`config.mk`:
```
export PLATFORM = sky130hd
export DESIGN_NAME = i2c_dual_addr_match
export DESIGN_NICKNAME = d
export VERILOG_FILES = /design/src/rtl/addr_match_pkg.sv /design/src/rtl/amatch_cfg.sv /design/src/rtl/amatch_cmp.sv /design/src/rtl/i2c_dual_addr_match.sv
export SDC_FILE = /design/constraint.sdc
export NUM_CORES = 1
export LEC_CHECK = 0
export BUFFER_PORTS_ARGS = -buffer_cell sky130_fd_sc_hd__buf_2
export CAP_MARGIN = 40
export CORE_ASPECT_RATIO = 1.1
export CORE_MARGIN = 2
export CORE_UTILIZATION = 53
export CTS_CLUSTER_DIAMETER = 50
export DETAILED_ROUTE_END_ITERATION = 6
export MAX_ROUTING_LAYER = met4
export PLACE_DENSITY = 0.91
export REMOVE_ABC_BUFFERS = 1
export SLEW_MARGIN = 20
export SYNTH_ARGS = -nofsm -noshare
export SYNTH_HDL_FRONTEND = slang
export SYNTH_SLANG_ARGS = --single-unit
```
`constraint.sdc`:
```
create_clock -name clk -period 1.92 [get_ports clk]
set_input_delay 0.384 -clock clk [delete_from_list [all_inputs] [get_ports clk]]
set_output_delay 0.384 -clock clk [all_outputs]
set_load 0.02 [all_outputs]
```
`src/rtl/addr_match_pkg.sv`:
```
package addr_match_pkg;
  localparam int ADDR_W_DEF = 7;
  localparam int MASK_W_DEF = 3;
  localparam int RSV_W_DEF  = 4;

  typedef enum logic {
    HIT_PRI = 1'b0,
    HIT_SEC = 1'b1
  } hit_src_e;
endpackage

```
`src/rtl/amatch_cfg.sv`:
```
module amatch_cfg #(
  parameter int ADDR_W = addr_match_pkg::ADDR_W_DEF,
  parameter int MASK_W = addr_match_pkg::MASK_W_DEF
) (
  input  logic              clk,
  input  logic              rst_n,
  input  logic              pri_we,
  input  logic [ADDR_W-1:0] pri_addr_in,
  input  logic              pri_en_in,
  input  logic              sec_we,
  input  logic [ADDR_W-1:0] sec_addr_in,
  input  logic [MASK_W-1:0] sec_mask_in,
  input  logic              sec_en_in,
  output logic [ADDR_W-1:0] pri_addr_q,
  output logic              pri_en_q,
  output logic [ADDR_W-1:0] sec_addr_q,
  output logic [MASK_W-1:0] sec_mask_q,
  output logic              sec_en_q
);
  logic sec_unlocked;
  assign sec_unlocked = sec_we && !sec_en_q;

  always_ff @(posedge clk or negedge rst_n) begin
    if (!rst_n) begin
      pri_addr_q <= '0;
      pri_en_q   <= 1'b0;
    end else if (pri_we) begin
      pri_addr_q <= pri_addr_in;
      pri_en_q   <= pri_en_in;
    end
  end

  always_ff @(posedge clk or negedge rst_n) begin
    if (!rst_n) begin
      sec_addr_q <= '0;
      sec_mask_q <= '0;
      sec_en_q   <= 1'b0;
    end else begin
      if (sec_unlocked) begin
        sec_addr_q <= sec_addr_in;
        sec_mask_q <= sec_mask_in;
      end
      if (sec_we) sec_en_q <= sec_en_in;
    end
  end

  AST_SEC_LOCKED: assert property (@(posedge clk) disable iff (!rst_n)
    $past(sec_en_q) |-> ($stable(sec_addr_q) && $stable(sec_mask_q)));
endmodule

```
`src/rtl/amatch_cmp.sv`:
```
module amatch_cmp #(
  parameter int ADDR_W = addr_match_pkg::ADDR_W_DEF,
  parameter int MASK_W = addr_match_pkg::MASK_W_DEF,
  parameter int RSV_W  = addr_match_pkg::RSV_W_DEF
) (
  input  logic [ADDR_W-1:0] addr,
  input  logic [ADDR_W-1:0] pri_addr,
  input  logic              pri_en,
  input  logic [ADDR_W-1:0] sec_addr,
  input  logic [MASK_W-1:0] sec_mask,
  input  logic              sec_en,
  output logic              pri_hit,
  output logic              sec_hit
);
  localparam int CODE_W = 32;

  logic [ADDR_W-1:0] care;
  logic [RSV_W-1:0]  prefix;
  logic              reserved;
  logic              masking;
  logic              bits_eq;

  for (genvar g = 0; g < ADDR_W; g++) begin : g_care
    assign care[g] = (CODE_W'(sec_mask) <= CODE_W'(g));
  end

  assign prefix   = addr[ADDR_W-1 -: RSV_W];
  assign reserved = (&prefix) || (~|prefix);
  assign masking  = |sec_mask;
  assign bits_eq  = ((addr ^ sec_addr) & care) == '0;

  assign pri_hit = pri_en && (addr == pri_addr);
  assign sec_hit = sec_en && bits_eq && !(masking && reserved);

  always_comb begin
    AST_RSV_REFUSED: assert (!(sec_hit && masking && reserved));
    AST_SEC_OFF: assert (sec_en || !sec_hit);
  end
endmodule

```
`src/rtl/i2c_dual_addr_match.sv`:
```
module i2c_dual_addr_match #(
  parameter int ADDR_W = addr_match_pkg::ADDR_W_DEF,
  parameter int MASK_W = addr_match_pkg::MASK_W_DEF,
  parameter int RSV_W  = addr_match_pkg::RSV_W_DEF
) (
  input  logic              clk,
  input  logic              rst_n,
  input  logic              addr_valid,
  output logic              addr_ready,
  input  logic [ADDR_W-1:0] addr_data,
  input  logic              pri_we,
  input  logic [ADDR_W-1:0] pri_addr_in,
  input  logic              pri_en_in,
  input  logic              sec_we,
  input  logic [ADDR_W-1:0] sec_addr_in,
  input  logic [MASK_W-1:0] sec_mask_in,
  input  logic              sec_en_in,
  output logic              match_pulse,
  output logic              match_sec
);
  import addr_match_pkg::*;

  logic [ADDR_W-1:0] pri_addr_q, sec_addr_q;
  logic [MASK_W-1:0] sec_mask_q;
  logic              pri_en_q, sec_en_q;
  logic              pri_hit, sec_hit;
  hit_src_e          src_d;

  assign addr_ready = 1'b1;

  amatch_cfg #(.ADDR_W(ADDR_W), .MASK_W(MASK_W)) u_cfg (
    .clk(clk), .rst_n(rst_n),
    .pri_we(pri_we), .pri_addr_in(pri_addr_in), .pri_en_in(pri_en_in),
    .sec_we(sec_we), .sec_addr_in(sec_addr_in), .sec_mask_in(sec_mask_in),
    .sec_en_in(sec_en_in),
    .pri_addr_q(pri_addr_q), .pri_en_q(pri_en_q),
    .sec_addr_q(sec_addr_q), .sec_mask_q(sec_mask_q), .sec_en_q(sec_en_q)
  );

  amatch_cmp #(.ADDR_W(ADDR_W), .MASK_W(MASK_W), .RSV_W(RSV_W)) u_cmp (
    .addr(addr_data), .pri_addr(pri_addr_q), .pri_en(pri_en_q),
    .sec_addr(sec_addr_q), .sec_mask(sec_mask_q), .sec_en(sec_en_q),
    .pri_hit(pri_hit), .sec_hit(sec_hit)
  );

  assign src_d = pri_hit ? HIT_PRI : HIT_SEC;

  always_ff @(posedge clk or negedge rst_n) begin
    if (!rst_n) begin
      match_pulse <= 1'b0;
      match_sec   <= 1'b0;
    end else begin
      match_pulse <= addr_valid && (pri_hit || sec_hit);
      match_sec   <= addr_valid && sec_hit && (src_d == HIT_SEC);
    end
  end

  AST_PULSE_NEEDS_BEAT: assert property (@(posedge clk) disable iff (!rst_n)
    match_pulse |-> $past(addr_valid));
  AST_SEC_FLAG_IN_PULSE: assert property (@(posedge clk) disable iff (!rst_n)
    match_sec |-> match_pulse);
  AST_PRI_WINS: assert property (@(posedge clk) disable iff (!rst_n)
    (addr_valid && pri_en_q && (addr_data == pri_addr_q)) |=> (match_pulse && !match_sec));
  AST_READY_HIGH: assert property (@(posedge clk) disable iff (!rst_n)
    addr_ready);
endmodule

```
==> flow_summary.ini, run 1 <==
[floorplan]
num_rows = 17
die_area_mm2 = 0.00242
die-height_um = 51.4
core_area_mm2 = 0.00198
start_util = 0.548
die_w_um = 47.1
ios = 34

[clocking]
clockRootBuffer = clkbuf_4
cts_sinks = 21
cts_tree = done
numCtsBuffers = 3
cts_buffer_depth = 2
post_cts_resized = 0
cts.reportedPaths.clkPinSlew_ps = 120
ctsHoldBuffers = 0
h-tree-depth = 1
clkLatencyLatePin_ps = 310
postCtsSetupBuffers = 0

[grt]
first_global_vias = 837
grt_max_degree = 22
antenna_found_initial = 0
grt_overflow_total = 0
grt_pass1_wl_mm = 3.58
track_usage = 0.217

[run_status]
failed_checks = hold timing
status = finished, violations left

[setup_path]
rr_endpoint = match_sec
path_cells = xnor2_1, a21oi_1, a211oi_2, o2111ai_1, nor2_1
path_depth = 5
crit_slowest_cell = dfrtp_1
arrival_ps = 1650
startpoint = u_cfg.sec_addr_q[2]
r2r-start = u_cfg.sec_addr_q[2]
worstSetupEndpointType = flip-flop
crit_end = match_sec
cp.required_ps = 2180
crit_family = compound AO/OA/AOI/OAI gates
critical_path.max_stage_delay_ps = 420
path_buf_inv = 0
regToRegSetupSlack_ps = 530
critPathLaunchType = flip-flop
critPathMaxFanout = 3
reg2regPathDepth = 5
critical_path_class = reg2reg

[placement]
place_congestion = 0.786
dp_hpwl_mm = 1.70
numPortBuffers = 32
preCtsSetupSlack_ps = 442
placed_cells = 142

[yosys]
synth_cells = 87
synth_edf_count = 0
avgSynthCellArea_um2 = 12.5
yosysTopAreaCellShare = 0.485
synth_area_mm2 = 0.00108
synth_warnings = 0
ys_ff_latch = 21
async_reset_ff_frac = 1.00
ys_top_cells_by_area = dfrtp_1 48%, mux2_2 20%, xnor2_1 11%
yosysTopAreaCell = dfrtp_1
yosysSeqAreaShare = 0.485
yosysMostFrequentCell = dfrtp_1
synthFlopType = dfrtp_1
yosysUniqueCellTypes = 24
synth_common_cells = 21 x dfrtp_1, 19 x mux2_2, 13 x xnor2_1

[pwr]
p_switching_mw = 0.318
swShare = 0.304
comb_power_share = 0.249
power.density_mw_per_mm2 = 825
p_total_mw = 1.05
p_int_mw = 0.727
peakVddDrop_mv = 0.593
clkPwrFrac = 0.209
power_frac_seq = 0.543
p_leak_nw = 0.553

[route]
wl_mm = 2.13
ant_nets = 0
dr.pass1.iters = 4
vias = 775
drc = 0
wl_per_cell_um = 14.6
drt_iter0_drc = 29
vias_per_cell = 5.31

[finish]
syn_to_final_growth_pct = 17.0
register_area_um2 = 526
instances_no_fill = 146
final_nets = 150
drive_gt1_frac = 0.500
fillers = 151
diodes = 0
multi_input_area_um2 = 512

[timing]
layout_setup_ws_ps = 528
grt_setup_unrepaired = false
hold_viol = 12
clock-skew-final_ps = 7.95
tns_ps = 0
fmax_ghz = 0.718
min_period_over_period = 0.725
min_period_ps = 1390
holdWs_ps = -5.52
maxSlewViolCount = 0
setup-violations-final = 0

[flow_run]
max_cap_viol_count = 0

[min_path]
hold_path.class = in2async
per-stage QoR:
| step | area, µm² | util |
|---|---|---|
| global route | 1270 | 0.641 |
| detailed placement | 1240 | 0.627 |
| finish | 1270 | 0.641 |
| CTS | 1270 | 0.641 |
| global placement | 1240 | 0.627 |
| floorplan | 1040 | - |
layout make-up:
| class | instances | area share |
|---|---|---|
| clock inverter | 1 | 0.00395 |
| clock buffer | 3 | 0.0178 |
| timing repair buffer | 33 | 0.132 |
| multi-input combinational | 60 | 0.404 |
| tap | 28 | 0.0276 |
| sequential | 21 | 0.415 |
routing by layer:
metal	routed length, µm	global-route usage	vias to the layer above	part of all wire
li1	-	-	367	-
met2	1170	0.372	25	0.55
met3	89	0.0212	6	0.042
met4	56	0.0972	0	0.026
met1	814	0.247	377	0.38
met5	0	-	-	0
flip-flops by register name (all words and copies together), names as in the netlist:
register and cells:
u_cfg.sec_en_q 1, match_sec 1, u_cfg.sec_addr_q 7, u_cfg.pri_en_q 1, u_cfg.sec_mask_q 3, u_cfg.pri_addr_q 7
match_pulse 1
how the worst min path moves through the flow:
| stage | to | start | slack (ps) |
|---|---|---|---|
| global route | u_cfg.sec_addr_q[3] | rst_n | 30 |
| floorplan | match_pulse | rst_n | 90 |
| CTS | u_cfg.sec_addr_q[5] | rst_n | 10 |
| global placement | u_cfg.pri_addr_q[5] | rst_n | 340 |
| detailed placement | u_cfg.pri_addr_q[1] | rst_n | 360 |
| finish | u_cfg.sec_mask_q[2] | rst_n | -6 |
power groups by stage:
| stage | logic, mW | clock network, mW | registers, mW |
|---|---|---|---|
| 2_1_floorplan | 0.178 | 0 | 0.559 |
| 3_3_place_gp | 0.246 | 0 | 0.568 |
| 3_5_place_dp | 0.260 | 0 | 0.576 |
| 4_1_cts | 0.262 | 0.221 | 0.567 |
| 5_1_grt | 0.284 | 0.232 | 0.577 |
| 6_report | 0.260 | 0.218 | 0.567 |
kinds of logic after synthesis:
logic type | after synthesis | synth area share
xor+xnor | 14 | 0.113
compound gates | 8 | 0.0693
other cells | 1 | 0.00346
mux | 19 | 0.197
flops | 21 | 0.485
buf+inv | 6 | 0.0427
simple gates | 18 | 0.0889
placed cells by master, fill, tap and decap left out, types with 3 or more instances in the layout:
cell and count:
buf_2 32, clkbuf_4 3, nand2_1 3, nor2_1 3, nand4_1 4, mux2_2 19
xnor2_1 13, dfrtp_1 21
Note: power is estimated with default switching activity, not from simulation.
==> run 2: changes to the inputs <==
- ABC_AREA: default -> 1
- CORE_UTILIZATION: 53 -> 45
- PLACE_DENSITY: 0.91 -> 0.83
- clock period: 1.92 -> 1.25 ns (I/O delays scaled with it)
==> flow_summary.ini, run 2 <==
[pwr]
peakVddDrop_mv = 0.784
power.density_mw_per_mm2 = 1100
p_leak_nw = 0.750
p_total_mw = 1.48

[clocking]
cts_sinks = 21
cts_buffer_depth = 2
clkLatencyLatePin_ps = 300
cts_tree = done
cts.reportedPaths.clkPinSlew_ps = 100
h-tree-depth = 1
postCtsSetupBuffers = 0
clockRootBuffer = clkbuf_4
numCtsBuffers = 3

[route]
vias_per_cell = 4.66
ant_nets = 0
drt_iter0_drc = 16
wl_mm = 2.15
dr.pass1.iters = 4
vias = 983
drc = 0
wl_per_cell_um = 10.2

[timing]
hold_viol = 0
clock-skew-final_ps = 2.88
setup-violations-final = 0
grt_setup_unrepaired = false
holdWs_ps = 153
fmax_ghz = 0.868
min_period_ps = 1150
maxSlewViolCount = 0
min_period_over_period = 0.922
tns_ps = 0

[setup_path]
crit_family = simple AND/OR/NAND/NOR gates
crit_top_cell = nor2_2
arrival_ps = 1390
cp.required_ps = 1490
worstSetupEndpointType = flip-flop
path_cells = nor2_2, nand2_2, nand2_1, nor2_1, nor2_2, nand3_2, nor2_2
critPathMaxFanout = 6
critPathLaunchType = flip-flop
critical_path_class = reg2reg
crit_slowest_cell = dfrtp_1
path_buf_inv = 0
critical_path.max_stage_delay_ps = 450

[floorplan]
core_area_mm2 = 0.00242
num_rows = 19
start_util = 0.463
die_w_um = 51.6
die-height_um = 56.4
ios = 34
die_area_mm2 = 0.00291

[finish]
drive_gt1_frac = 0.289
mostFrequentLayoutCells = 46 x nand2_1, 32 x buf_2, 21 x dfrtp_1
mostFrequentLayoutCell = nand2_1
diodes = 0
final_nets = 212
post-route-util = 0.557
syn_to_final_growth_pct = 20.2
reg_top3 = u_cfg.pri_addr_q (7), u_cfg.sec_addr_q (7), u_cfg.sec_mask_q (3)
fillers = 246
instances_no_fill = 211

[yosys]
async_reset_ff_frac = 1.00
synth_edf_count = 0
synth_common_cells = 46 x nand2_1, 21 x dfrtp_1, 20 x inv_1
synth_area_mm2 = 0.00112
ys_ff_latch = 21
ys_top_cells_by_area = dfrtp_1 47%, nand2_1 15%, inv_1 6.7%
yosysTopAreaCell = dfrtp_1
synth_warnings = 0
yosysTopAreaCellShare = 0.468
synthFlopType = dfrtp_1
yosysUniqueCellTypes = 23
synth_cells = 145
yosysMostFrequentCell = nand2_1
avgSynthCellArea_um2 = 7.75
yosysSeqAreaShare = 0.468

[placement]
placed_cells = 206
numPortBuffers = 32
place_congestion = 0.782
dp_hpwl_mm = 1.76

[grt]
grt_max_degree = 22
grt_overflow_total = 0
first_global_vias = 925
antenna_found_initial = 0
track_usage = 0.177
grt_pass1_wl_mm = 3.80

[run_status]
status = completed

[min_path]
hold_path.class = in2reg

[flow_run]
max_cap_viol_count = 0
run 2: logic make-up after synthesis:
logic type,share of synthesized area
mux,0.0601
simple gates,0.273
other cells,0.00334
xor+xnor,0.0234
flops,0.468
compound gates,0.0846
buf+inv,0.0880
run 2: final timing paths:
path	endpoint	slack, ps	cells after the start	start
max in group asynchronous	u_cfg.sec_en_q	530	2	rst_n
setup reg to reg	match_sec	100	7	u_cfg.sec_mask_q[1]
setup / recovery	match_sec	100	7	u_cfg.sec_mask_q[1]
hold reg to reg	u_cfg.pri_addr_q[6]	540	1	u_cfg.pri_addr_q[6]
min in group asynchronous	u_cfg.sec_addr_q[1]	410	2	rst_n
hold / removal	u_cfg.pri_en_q	150	3	pri_en_in
run 2: area by class of cell:
cell class / instances / area (µm²) / share of cell area
inverters: 22 / 82.6 / 0.0612
clock buffers: 4 / 26.3 / 0.0195
well taps: 31 / 38.8 / 0.0287
repair buffers: 34 / 178 / 0.132
multi-input cells: 99 / 499 / 0.370
flip-flops and latches: 21 / 526 / 0.389
run 2: power breakdown:
| group | internal [mW] | switching (mW) |
|---|---|---|
| Sequential | 0.761 | 0.0587 |
| Clock | 0.124 | 0.187 |
| Combinational | 0.159 | 0.195 |
| Total | 1.04 | 0.440 |
run 2: repair_timing:
action	in CTS	in global routing
hold buffers	1	0
gates resized for setup	0	0
hold endpoints to repair	21	0
run 2: metal layers:
layer	vias to the layer above	track usage	wire [µm]
met4	0	0.0789	45
met3	5	0.0293	85
li1	513	-	-
met2	25	0.273	1050
met1	440	0.227	966
met5	-	-	0
run 2: worst min-delay path: cells and delay by family:
family | cells | cell delay (ps)
buffers and inverters | 1 | 70
AO/OA/AOI/OAI | 1 | 60
AND/OR/NAND/NOR | 1 | 30
run 2: metrics by stage:
| stage | area [µm²] | setup slack, ps |
|---|---|---|
| 6_report | 1350 | 97.4 |
| 5_1_grt | 1350 | 20.6 |
| 4_1_cts | 1350 | 97.8 |
| 3_5_place_dp | 1310 | 125 |
| 3_3_place_gp | 1310 | 170 |
| 2_1_floorplan | 1110 | 214 |
==> run 3: changes to the inputs <==
- CORE_MARGIN: 2 -> default
==> flow_summary.ini, run 3 (synthesis gave the netlist of run 2 again) <==
[run_status]
status = completed

[setup_path]
crit_slowest_cell = dfrtp_1
regToRegSetupSlack_ps = 140
critical_path.max_stage_delay_ps = 450
r2r-start = u_cfg.sec_mask_q[1]
crit_family = simple AND/OR/NAND/NOR gates
critPathMaxFanout = 6
path_buf_inv = 0
worstSetupEndpointType = flip-flop
critical_path_class = reg2reg
cp.required_ps = 1490
arrival_ps = 1350
critPathLaunchType = flip-flop
rr_endpoint = match_sec
reg2regPathDepth = 7
crit_top_cell = nor2_2
path_cells = nor2_2, nand2_2, nand2_1, nor2_1, nor2_2, nand3_2, nor2_2

[timing]
fmax_ghz = 0.904
min_period_over_period = 0.885
maxSlewViolCount = 0
clock-skew-final_ps = 1.98
setup-violations-final = 0
hold_viol = 0
grt_setup_unrepaired = false
tns_ps = 0
min_period_ps = 1110

[clocking]
postCtsSetupBuffers = 0
clockRootBuffer = clkbuf_4
cts_buffer_depth = 2
numCtsBuffers = 3
post_cts_resized = 0
clkLatencyLatePin_ps = 290
cts_sinks = 21
cts_tree = done
cts.reportedPaths.clkPinSlew_ps = 110
h-tree-depth = 1

[route]
wl_mm = 2.20
vias_per_cell = 4.65
dr.pass1.iters = 4
vias = 976
drc = 0
drt_iter0_drc = 12
wl_per_cell_um = 10.5
ant_nets = 0

[floorplan]
ios = 34
die_area_mm2 = 0.00270
core_area_mm2 = 0.00230
die-height_um = 54.4
die_w_um = 49.6
start_util = 0.489
num_rows = 18

[pwr]
p_int_mw = 1.04
p_switching_mw = 0.452
power.density_mw_per_mm2 = 1110
comb_power_share = 0.238
peakVddDrop_mv = 0.860
p_total_mw = 1.50
power_frac_seq = 0.547
clkPwrFrac = 0.216
p_leak_nw = 0.750
swShare = 0.302

[grt]
first_global_vias = 964
grt_pass1_wl_mm = 3.76
track_usage = 0.190
grt_max_degree = 22
antenna_found_initial = 0
grt_overflow_total = 0

[finish]
mostFrequentLayoutCell = nand2_1
fillers = 220
final_nets = 212
reg_top3 = u_cfg.pri_addr_q (7), u_cfg.sec_addr_q (7), u_cfg.sec_mask_q (3)
mostFrequentLayoutCells = 46 x nand2_1, 32 x buf_2, 21 x dfrtp_1
drive_gt1_frac = 0.289
diodes = 0
syn_to_final_growth_pct = 20.0

[min_path]
hold_path.class = in2reg
hold_start = pri_addr_in[1]
hold_depth = 3
hold_end = u_cfg.pri_addr_q[1]

[placement]
numPortBuffers = 32
dp_hpwl_mm = 1.81
place_congestion = 0.772

[flow_run]
max_cap_viol_count = 0
-- run 3: power by group through the flow --
stage,registers (mW),logic (mW),clock network (mW)
after floorplan,0.822,0.230,0
after global placement,0.826,0.344,0
after detailed placement,0.833,0.357,0
after CTS,0.819,0.360,0.337
after global routing,0.835,0.406,0.352
final,0.818,0.356,0.323
-- run 3: how the worst max path moves through the flow --
stage / slack, ps / cells after the start / from / to
6_report: 140 / 7 / u_cfg.sec_mask_q[1] / match_sec
5_1_grt: 60 / 7 / u_cfg.sec_mask_q[1] / match_sec
4_1_cts: 140 / 7 / u_cfg.sec_mask_q[1] / match_sec
3_5_place_dp: 170 / 7 / u_cfg.sec_mask_q[1] / match_sec
3_3_place_gp: 200 / 8 / u_cfg.sec_mask_q[1] / match_pulse
2_1_floorplan: 210 / 3 / u_cfg.sec_en_q / u_cfg.sec_addr_q[2]
-- run 3: worst min-delay path: cells and delay by family --
family / cells / cell delay (ps)
buffers and inverters: 1 / 70
AOI/OAI and AO/OA: 1 / 60
and+or+nand+nor: 1 / 40
-- run 3: stage by stage --
stage / setup WS [ps] / util / instances / cell area (µm²) / hold WS (ps)
detailed placement: 166 / 0.571 / 205 / 1310 / 232
floorplan: 214 / - / 142 / 1110 / -45.6
CTS: 137 / 0.587 / 210 / 1350 / 147
global route: 62.5 / 0.587 / 210 / 1350 / 166
finish: 144 / 0.587 / 210 / 1350 / 153
global placement: 197 / 0.571 / 205 / 1310 / 222
-- run 3: per-layer routing --
| layer | share of wire | wire, µm | GRT usage |
|---|---|---|---|
| met1 | 0.44 | 973 | 0.199 |
| met2 | 0.52 | 1150 | 0.374 |
| met3 | 0.029 | 64 | 0.0167 |
| met4 | 0.0059 | 13 | 0.0714 |
| met5 | 0 | 0 | - |
-- run 3: area by class of cell --
class | instances | area [µm²] | area share
Inverter | 22 | 82.6 | 0.0612
Tap cell | 30 | 37.5 | 0.0278
Multi-Input combinational cell | 99 | 499 | 0.370
Clock buffer | 4 | 26.3 | 0.0195
Sequential cell | 21 | 526 | 0.390
Timing Repair Buffer | 34 | 178 | 0.132
-- run 3: repair_timing --
action	4_1_cts	5_1_grt
endpoints found under the hold margin	21	0
hold buffers	1	0
endpoints found under the setup margin	0	0
